==> src/rtl/gpt_pkg.sv <==
package gpt_pkg;
  localparam int BUS_W   = 32;
  localparam int NFLAG   = 6;
  localparam int NUM_CMP = 3;
  localparam int SRC_W   = 3;

  // register indexes (byte address / 4)
  localparam int IDX_CTRL = 0;
  localparam int IDX_PRE  = 1;
  localparam int IDX_STAT = 2;
  localparam int IDX_IEN  = 3;
  localparam int IDX_CMP1 = 4;
  localparam int IDX_CMP2 = 5;
  localparam int IDX_CMP3 = 6;
  localparam int IDX_CAP1 = 7;
  localparam int IDX_CAP2 = 8;
  localparam int IDX_CNT  = 9;

  // control bit positions
  localparam int C_EN     = 0;
  localparam int C_ENMOD  = 1;
  localparam int C_SRC_LO = 6;
  localparam int C_FREE   = 9;
  localparam int C_SWR    = 15;

  // bits never stored, and bits surviving a software reset
  localparam logic [BUS_W-1:0] CTRL_VOID = 32'h0000_FC14;
  localparam logic [BUS_W-1:0] CTRL_KEEP = 32'h0000_01EB;

  // status / enable bit positions
  localparam int F_CMP1 = 0;
  localparam int F_ROLL = 5;
endpackage

==> src/rtl/gpt_tick_gen.sv <==
module gpt_tick_gen #(
  parameter int NUM_SRC = 4,
  parameter int PRE_W   = 12,
  parameter int SRC_W   = 3
) (
  input  logic               clk,
  input  logic               rst_n,
  input  logic               run,
  input  logic               div_clr,
  input  logic [SRC_W-1:0]   src_sel,
  input  logic [NUM_SRC-1:0] tick_in,
  input  logic [PRE_W-1:0]   pre_div,
  output logic               step
);
  logic [NUM_SRC-1:0] src_hit;
  logic               src_tick;
  logic [PRE_W-1:0]   div_q;
  logic               div_last;

  // code k selects line k-1; code 0 and codes past NUM_SRC select nothing
  for (genvar g = 0; g < NUM_SRC; g++) begin : g_src
    assign src_hit[g] = tick_in[g] && (src_sel == SRC_W'(g + 1));
  end

  assign src_tick = |src_hit;
  assign div_last = (div_q == pre_div);
  assign step     = run && src_tick && div_last;

  always_ff @(posedge clk) begin
    if (!rst_n || div_clr) begin
      div_q <= '0;
    end else if (run && src_tick) begin
      div_q <= div_last ? '0 : div_q + PRE_W'(1);
    end
  end
endmodule

==> src/rtl/gpt_counter.sv <==
module gpt_counter #(
  parameter int CNT_W   = 32,
  parameter int NUM_CMP = 3
) (
  input  logic                            clk,
  input  logic                            rst_n,
  input  logic                            step,
  input  logic                            free_run,
  input  logic                            clear,
  input  logic [NUM_CMP-1:0][CNT_W-1:0]   cmp_val,
  output logic [CNT_W-1:0]                cnt_q,
  output logic [NUM_CMP-1:0]              cmp_hit,
  output logic                            roll_hit
);
  logic             at_max;
  logic             reload;
  logic [CNT_W-1:0] cnt_nxt;
  logic             adv;

  assign at_max  = &cnt_q;
  assign reload  = !free_run && (cnt_q == cmp_val[0]);
  assign cnt_nxt = (reload || at_max) ? '0 : cnt_q + CNT_W'(1);
  assign adv     = step && !clear;

  // flags come from the value the counter is about to take
  for (genvar g = 0; g < NUM_CMP; g++) begin : g_cmp
    assign cmp_hit[g] = adv && (cnt_nxt == cmp_val[g]);
  end
  assign roll_hit = adv && at_max;

  always_ff @(posedge clk) begin
    if (!rst_n || clear) begin
      cnt_q <= '0;
    end else if (step) begin
      cnt_q <= cnt_nxt;
    end
  end
endmodule

==> src/rtl/gpt_flags.sv <==
module gpt_flags #(
  parameter int NFLAG = 6
) (
  input  logic             clk,
  input  logic             rst_n,
  input  logic             clr_all,
  input  logic [NFLAG-1:0] w1c_mask,
  input  logic [NFLAG-1:0] set_in,
  input  logic [NFLAG-1:0] ien,
  input  logic             run,
  output logic [NFLAG-1:0] flags_q,
  output logic             irq
);
  // a new event wins over a clear in the same cycle
  always_ff @(posedge clk) begin
    if (!rst_n || clr_all) begin
      flags_q <= '0;
    end else begin
      flags_q <= (flags_q & ~w1c_mask) | set_in;
    end
  end

  assign irq = run && |(flags_q & ien);
endmodule

==> src/rtl/gpt_cmp_timer.sv <==
module gpt_cmp_timer
  import gpt_pkg::*;
#(
  parameter int CNT_W   = 32,
  parameter int PRE_W   = 12,
  parameter int NUM_SRC = 4,
  parameter int ADDR_W  = 6
) (
  input  logic               clk,
  input  logic               rst_n,
  input  logic               bus_wr,
  input  logic               bus_rd,
  input  logic [ADDR_W-1:0]  bus_addr,
  input  logic [BUS_W-1:0]   bus_wdata,
  output logic [BUS_W-1:0]   bus_rdata,
  input  logic [NUM_SRC-1:0] tick_in,
  output logic               irq
);
  localparam int IDX_W = ADDR_W - 2;

  logic [IDX_W-1:0]                  word;
  logic                              wr_ctrl, wr_pre, wr_stat, wr_ien;
  logic [NUM_CMP-1:0]                wr_cmp;
  logic                              sw_rst, en_rise, cnt_clr, div_clr;
  logic [BUS_W-1:0]                  ctrl_q;
  logic [PRE_W-1:0]                  pre_q;
  logic [NFLAG-1:0]                  ien_q;
  logic [NUM_CMP-1:0][CNT_W-1:0]     cmp_q;
  logic [CNT_W-1:0]                  cnt_q;
  logic [NFLAG-1:0]                  flags_q;
  logic [NFLAG-1:0]                  evt;
  logic [NUM_CMP-1:0]                cmp_hit;
  logic                              roll_hit;
  logic                              step;
  logic                              run, free_run;

  assign word     = bus_addr[ADDR_W-1:2];
  assign run      = ctrl_q[C_EN];
  assign free_run = ctrl_q[C_FREE];

  assign wr_ctrl = bus_wr && (int'(word) == IDX_CTRL);
  assign wr_pre  = bus_wr && (int'(word) == IDX_PRE);
  assign wr_stat = bus_wr && (int'(word) == IDX_STAT);
  assign wr_ien  = bus_wr && (int'(word) == IDX_IEN);
  for (genvar g = 0; g < NUM_CMP; g++) begin : g_wcmp
    assign wr_cmp[g] = bus_wr && (int'(word) == IDX_CMP1 + g);
  end

  assign sw_rst  = wr_ctrl && bus_wdata[C_SWR];
  assign en_rise = wr_ctrl && !sw_rst && !ctrl_q[C_EN] &&
                   bus_wdata[C_EN] && bus_wdata[C_ENMOD];
  assign cnt_clr = sw_rst || en_rise || (wr_cmp[0] && !free_run);
  assign div_clr = sw_rst || wr_pre;

  // control register
  always_ff @(posedge clk) begin
    if (!rst_n) begin
      ctrl_q <= '0;
    end else if (wr_ctrl) begin
      ctrl_q <= bus_wdata & ~CTRL_VOID & (sw_rst ? CTRL_KEEP : '1);
    end
  end

  // prescaler and interrupt enable
  always_ff @(posedge clk) begin
    if (!rst_n || sw_rst) begin
      pre_q <= '0;
      ien_q <= '0;
    end else begin
      if (wr_pre) pre_q <= bus_wdata[PRE_W-1:0];
      if (wr_ien) ien_q <= bus_wdata[NFLAG-1:0];
    end
  end

  // compare channels
  for (genvar g = 0; g < NUM_CMP; g++) begin : g_cmp
    always_ff @(posedge clk) begin
      if (!rst_n || sw_rst) begin
        cmp_q[g] <= '1;
      end else if (wr_cmp[g]) begin
        cmp_q[g] <= bus_wdata[CNT_W-1:0];
      end
    end
  end

  gpt_tick_gen #(
    .NUM_SRC (NUM_SRC),
    .PRE_W   (PRE_W),
    .SRC_W   (SRC_W)
  ) u_tick (
    .clk     (clk),
    .rst_n   (rst_n),
    .run     (run),
    .div_clr (div_clr),
    .src_sel (ctrl_q[C_SRC_LO +: SRC_W]),
    .tick_in (tick_in),
    .pre_div (pre_q),
    .step    (step)
  );

  gpt_counter #(
    .CNT_W   (CNT_W),
    .NUM_CMP (NUM_CMP)
  ) u_cnt (
    .clk      (clk),
    .rst_n    (rst_n),
    .step     (step),
    .free_run (free_run),
    .clear    (cnt_clr),
    .cmp_val  (cmp_q),
    .cnt_q    (cnt_q),
    .cmp_hit  (cmp_hit),
    .roll_hit (roll_hit)
  );

  always_comb begin
    evt = '0;
    evt[F_CMP1 +: NUM_CMP] = cmp_hit;
    evt[F_ROLL]            = roll_hit;
  end

  gpt_flags #(
    .NFLAG (NFLAG)
  ) u_flags (
    .clk      (clk),
    .rst_n    (rst_n),
    .clr_all  (sw_rst),
    .w1c_mask (wr_stat ? bus_wdata[NFLAG-1:0] : '0),
    .set_in   (evt),
    .ien      (ien_q),
    .run      (run),
    .flags_q  (flags_q),
    .irq      (irq)
  );

  // registered read mux; capture and unmapped indexes return zero
  always_ff @(posedge clk) begin
    if (!rst_n) begin
      bus_rdata <= '0;
    end else if (bus_rd) begin
      case (int'(word))
        IDX_CTRL: bus_rdata <= ctrl_q;
        IDX_PRE:  bus_rdata <= BUS_W'(pre_q);
        IDX_STAT: bus_rdata <= BUS_W'(flags_q);
        IDX_IEN:  bus_rdata <= BUS_W'(ien_q);
        IDX_CMP1: bus_rdata <= BUS_W'(cmp_q[0]);
        IDX_CMP2: bus_rdata <= BUS_W'(cmp_q[1]);
        IDX_CMP3: bus_rdata <= BUS_W'(cmp_q[2]);
        IDX_CNT:  bus_rdata <= BUS_W'(cnt_q);
        default:  bus_rdata <= '0;
      endcase
    end
  end
endmodule

==> config.mk <==
export PLATFORM = sky130hd
export DESIGN_NAME = gpt_cmp_timer
export DESIGN_NICKNAME = d
export VERILOG_FILES = /design/src/rtl/gpt_pkg.sv /design/src/rtl/gpt_tick_gen.sv /design/src/rtl/gpt_counter.sv /design/src/rtl/gpt_flags.sv /design/src/rtl/gpt_cmp_timer.sv
export SDC_FILE = /design/constraint.sdc
export NUM_CORES = 1
export LEC_CHECK = 0
export ABC_AREA = 0
export BUFFER_PORTS_ARGS = -buffer_cell sky130_fd_sc_hd__buf_2
export CORE_MARGIN = 3
export CORE_UTILIZATION = 30
export CTS_BUF_LIST = sky130_fd_sc_hd__clkbuf_4 sky130_fd_sc_hd__clkbuf_8 sky130_fd_sc_hd__clkbuf_16
export CTS_CLUSTER_DIAMETER = 100
export CTS_CLUSTER_SIZE = 16
export DETAILED_ROUTE_END_ITERATION = 10
export SYNTH_ARGS = -nofsm -noshare
export SYNTH_HDL_FRONTEND = slang
export SYNTH_SLANG_ARGS = --single-unit
==> constraint.sdc <==
create_clock -name clk -period 3.57 [get_ports clk]
set_clock_uncertainty 0.2 [all_clocks]
set_input_delay 0.357 -clock clk [delete_from_list [all_inputs] [get_ports clk]]
set_output_delay 0.357 -clock clk [all_outputs]
set_load 0.01 [all_outputs]
==> metrics.md <==
| Metric | Value |
|---|---|
| Status | finished clean |
| Clk sinks | 220 |
| Die area | 0.0427 sq mm |
| Grt total ovfl | 0 |
| Mapped Nets | 1619 |
| CTS tree | done |
| Synth Warn # | 0 |
| Post-synth EDFFs | 0 |
| CP required | 3.84 ns |
| CP Launch Type | flop |
| Gp weighted congestion | 1.02 |
| Initial antenna violation count | 1 |
| I/O pins | a little under 80 |
| Setup tns final | 0 ns |
| Crit path kind | reg -> reg |
| Pin count of the biggest net entering global routing | 63 |
| Fin. Hold Viols | 0 |
| Register area share after synthesis | 36.4% |
| Routed Wire Length | between 50000 and 60000 um |
| Syn Area/Cell | 7.69 sq um |
| Hpwl dp | 42700 um |
| H-tree level count | 1 |
| Initial drt markers | 1552 |
| Number of max-cap violations | 0 |
| Slowest stage delay, CP | 0.67 ns |
| Crit path cell chain | ha_1 -> nand3_1 -> nor4_1 -> xnor2_1 -> o221a_2 -> o211ai_1 -> or4_1 -> nor4_1 -> o21ai_1 -> o21ai_1 |
| Crit-path max FO | 6 |
| CTS max path bufs | 3 |
| Crit path from | u_cnt.cnt_q[1] |
| Die Ht | a little over 200 um |
| Buf+Inv Stages, Crit Path | 0 |
| Residual DRC count | 0 |
| Ys flop type | dfxtp_1 |
| Crit path max-delay family | simple AND/OR/NAND/NOR gates |
| First-pass GRT wire length | around 83000 um |
| Postcts setup bufs | 0 |
| Flops & latches, synth | 220 |
| Hold wc startpoint | bus_wdata[3] |
| Synth cell types | 76 |
| Minimum clock period after layout | 3.49 ns |
| Async set-reset flop share out of synthesis | 0% |
| Post-DP Area | 0.0137 sq mm |
| Hold Crit Class | in -> reg |
| Slew HR | 32.5% |
| Initial core utilization | a little over 30% |
| Vias in the first global route | around 12000 |
| N_diodes | 0 |
| PwrDens | 338 mW/mm^2 |
| Pleak | 5.42 nW |
| Worst r2r src | u_cnt.cnt_q[1] |
| Final setup fails | 0 |
| Crit path DAT | between 3 and 4 ns |
| Row count | 72 |
| Post-DRT Antenna Nets | 0 |
| Vias per cell | 5.82 |
| Root buffer cell | clkbuf_16 |
| Clk_lat worst skew | about 0.53 ns |
| Layout cells sized above 1 | between 10% and 20% |
| Mapped Cells | 1571 |
| Worst Tran Pin Value | 1.01 ns |
| Fmax | 287 MHz |
| Via count | 13000 |
| CTS buffer count | 18 |
| Port Buffers | 76 |
| Worst path slowest cell | nor4_1 |
| Slew Viols, Final | 0 |
| Final period utilization | a little over nine tenths |
| Critical path endpoint category | flop |
| Nets@finish | 1754 |
| Worst vdd ir | 0.214 mV |
| Core area | 0.0392 sq mm |
| Clock Pin Slew Worst Setup and Hold Paths | about 0.090 ns |
| Die W | roughly 210 um |
| Fin area | 0.0145 sq mm |
| TritonRoute pass-1 iters | 6 |
| RSZ-0062 raised after global routing | no |
| Aggregate global-route resource usage | 26.0% |
| Drt wl/cell | about 25 um |
| Layout area overhead | 20.0% |
| Filler cells | 4111 |
| Post-Syn Area | 0.0121 sq mm |
[worst register-to-register path: cells and delay by family, from the launching register on]
kind / cells / cell delay, ns
AND/OR/NAND/NOR: 4 / 1.62
flip-flops: 1 / 0.47
XOR/XNOR: 1 / 0.25
AO/OA/AOI/OAI: 4 / 0.60
adder cells (fa/ha/maj): 1 / 0.30
[placed cells by master, fill, tap and decap left out, drive strengths merged, types with 9 or more instances in the layout]
cell type    netlist  routed
nand2            309     309
dfxtp            220     220
buf               26     214
nand3            128     128
a21oi             99      99
nor2              88      88
a22oi             61      61
xor2              53      53
xnor2             47      47
nor3              43      43
nor2b             34      34
o21ai             33      33
o21a              32      32
nand4             29      29
dlygate4sd3        0      27
a222oi            26      26
nor4              23      23
clkbuf           100      20
inv               18      19
a31oi             13      13
and3              13      13
o22ai             13      13
mux2i             12      12
o211ai            11      11
or4               10      10
a22o               9       9
or3                9       9
[final cells by class]
cell class / instances / area (sq um) / share of cell area (%)
clock buffers: 20 / 483 / 3.33
clock inverters: 2 / 25.0 / 0.173
inverters: 18 / 67.6 / 0.466
multi-input cells: 1207 / 7140 / 49.3
flip-flops and latches: 220 / 4400 / 30.4
well taps: 518 / 648 / 4.47
repair buffers: 241 / 1720 / 11.9
[stage by stage]
step                      setup slack (ns)  utilization [%]  cells  total power, mW  hold slack, ns
after floorplan                      0.501                -   1571             2.77           0.237
after global placement               0.168             35.0   2177             2.96           0.244
after detailed placement             0.159             35.0   2177             2.96           0.250
after CTS                           0.0698             37.0   2226             4.91        0.000919
after global routing               0.00614             37.0   2226             5.03          0.0108
final                               0.0832             37.0   2226             4.89        0.000837
[flip-flops by register name (all words and copies together), names as in the netlist]
register,flops
u_cnt.cnt_q,32
ctrl_q,24
u_tick.div_q,12
u_flags.flags_q,6
ien_q,6
cmp_q,96
bus_rdata,32
pre_q,12
[where the power goes]
| group | switching [mW] | internal (mW) |
|---|---|---|
| Combinational | 0.250 | 0.136 |
| Clock | 0.989 | 0.970 |
| Sequential | 0.0586 | 2.49 |
| Total | 1.30 | 3.60 |
[kinds of logic after synthesis]
family | share of synthesized area, %
muxes | 1.65
AOI/OAI and AO/OA | 20.9
buffers and inverters | 4.91
xor gates and xnor gates | 7.25
DFF | 36.4
adders and majority gates | 0.207
and+or+nand+nor | 28.7
[final timing paths]
| kind | depth (start not counted) | endpoint | slack [ns] |
|---|---|---|---|
| max | 10 | u_flags.flags_q[2] | 0.08 |
| min | 3 | cmp_q[35] | 0.0008 |
| max reg2reg | 10 | u_flags.flags_q[2] | 0.08 |
| min reg2reg | 2 | ctrl_q[26] | 0.26 |
[synth_stat cells (all sizes together) (4+ instances only)]
cell | count | share of area, %
a2111oi | 5 | 0.41
a211oi | 5 | 0.31
a21boi | 8 | 0.50
a21oi | 99 | 4.1
a221oi | 6 | 0.43
a222oi | 26 | 2.2
a22o | 9 | 0.65
a22oi | 61 | 3.8
a31oi | 13 | 0.67
and2 | 8 | 0.41
and3 | 13 | 0.67
and4 | 4 | 0.29
buf | 26 | 1.2
clkbuf | 100 | 3.1
dfxtp | 220 | 36
inv | 18 | 0.56
mux2 | 7 | 0.65
mux2i | 12 | 0.99
nand2 | 309 | 9.6
nand2b | 8 | 0.41
nand3 | 128 | 5.4
nand3b | 8 | 0.50
nand4 | 29 | 1.6
nor2 | 88 | 2.8
nor2b | 34 | 1.8
nor3 | 43 | 1.9
nor4 | 23 | 1.5
o211ai | 11 | 0.68
o21a | 32 | 2.0
o21ai | 33 | 1.4
o221ai | 5 | 0.36
o22a | 8 | 0.58
o22ai | 13 | 0.67
o32ai | 4 | 0.29
or3 | 9 | 0.47
or4 | 10 | 0.65
xnor2 | 47 | 3.4
xor2 | 53 | 3.8
[routing by layer]
layer	vias up	share of wire [%]	track usage (%)
met5	-	0.023	0
met4	2	3.0	7.15
met3	96	9.3	4.03
met2	685	43	38.9
met1	6268	44	38.6
li1	5906	-	-
[repair_timing]
item / in CTS / in global routing
hold buffers: 27 / 0
hold endpoints to repair: 96 / 0
gates resized for setup: 0 / 3
endpoints found under the setup margin: 0 / 1
Note: power is estimated with default switching activity, not from simulation.
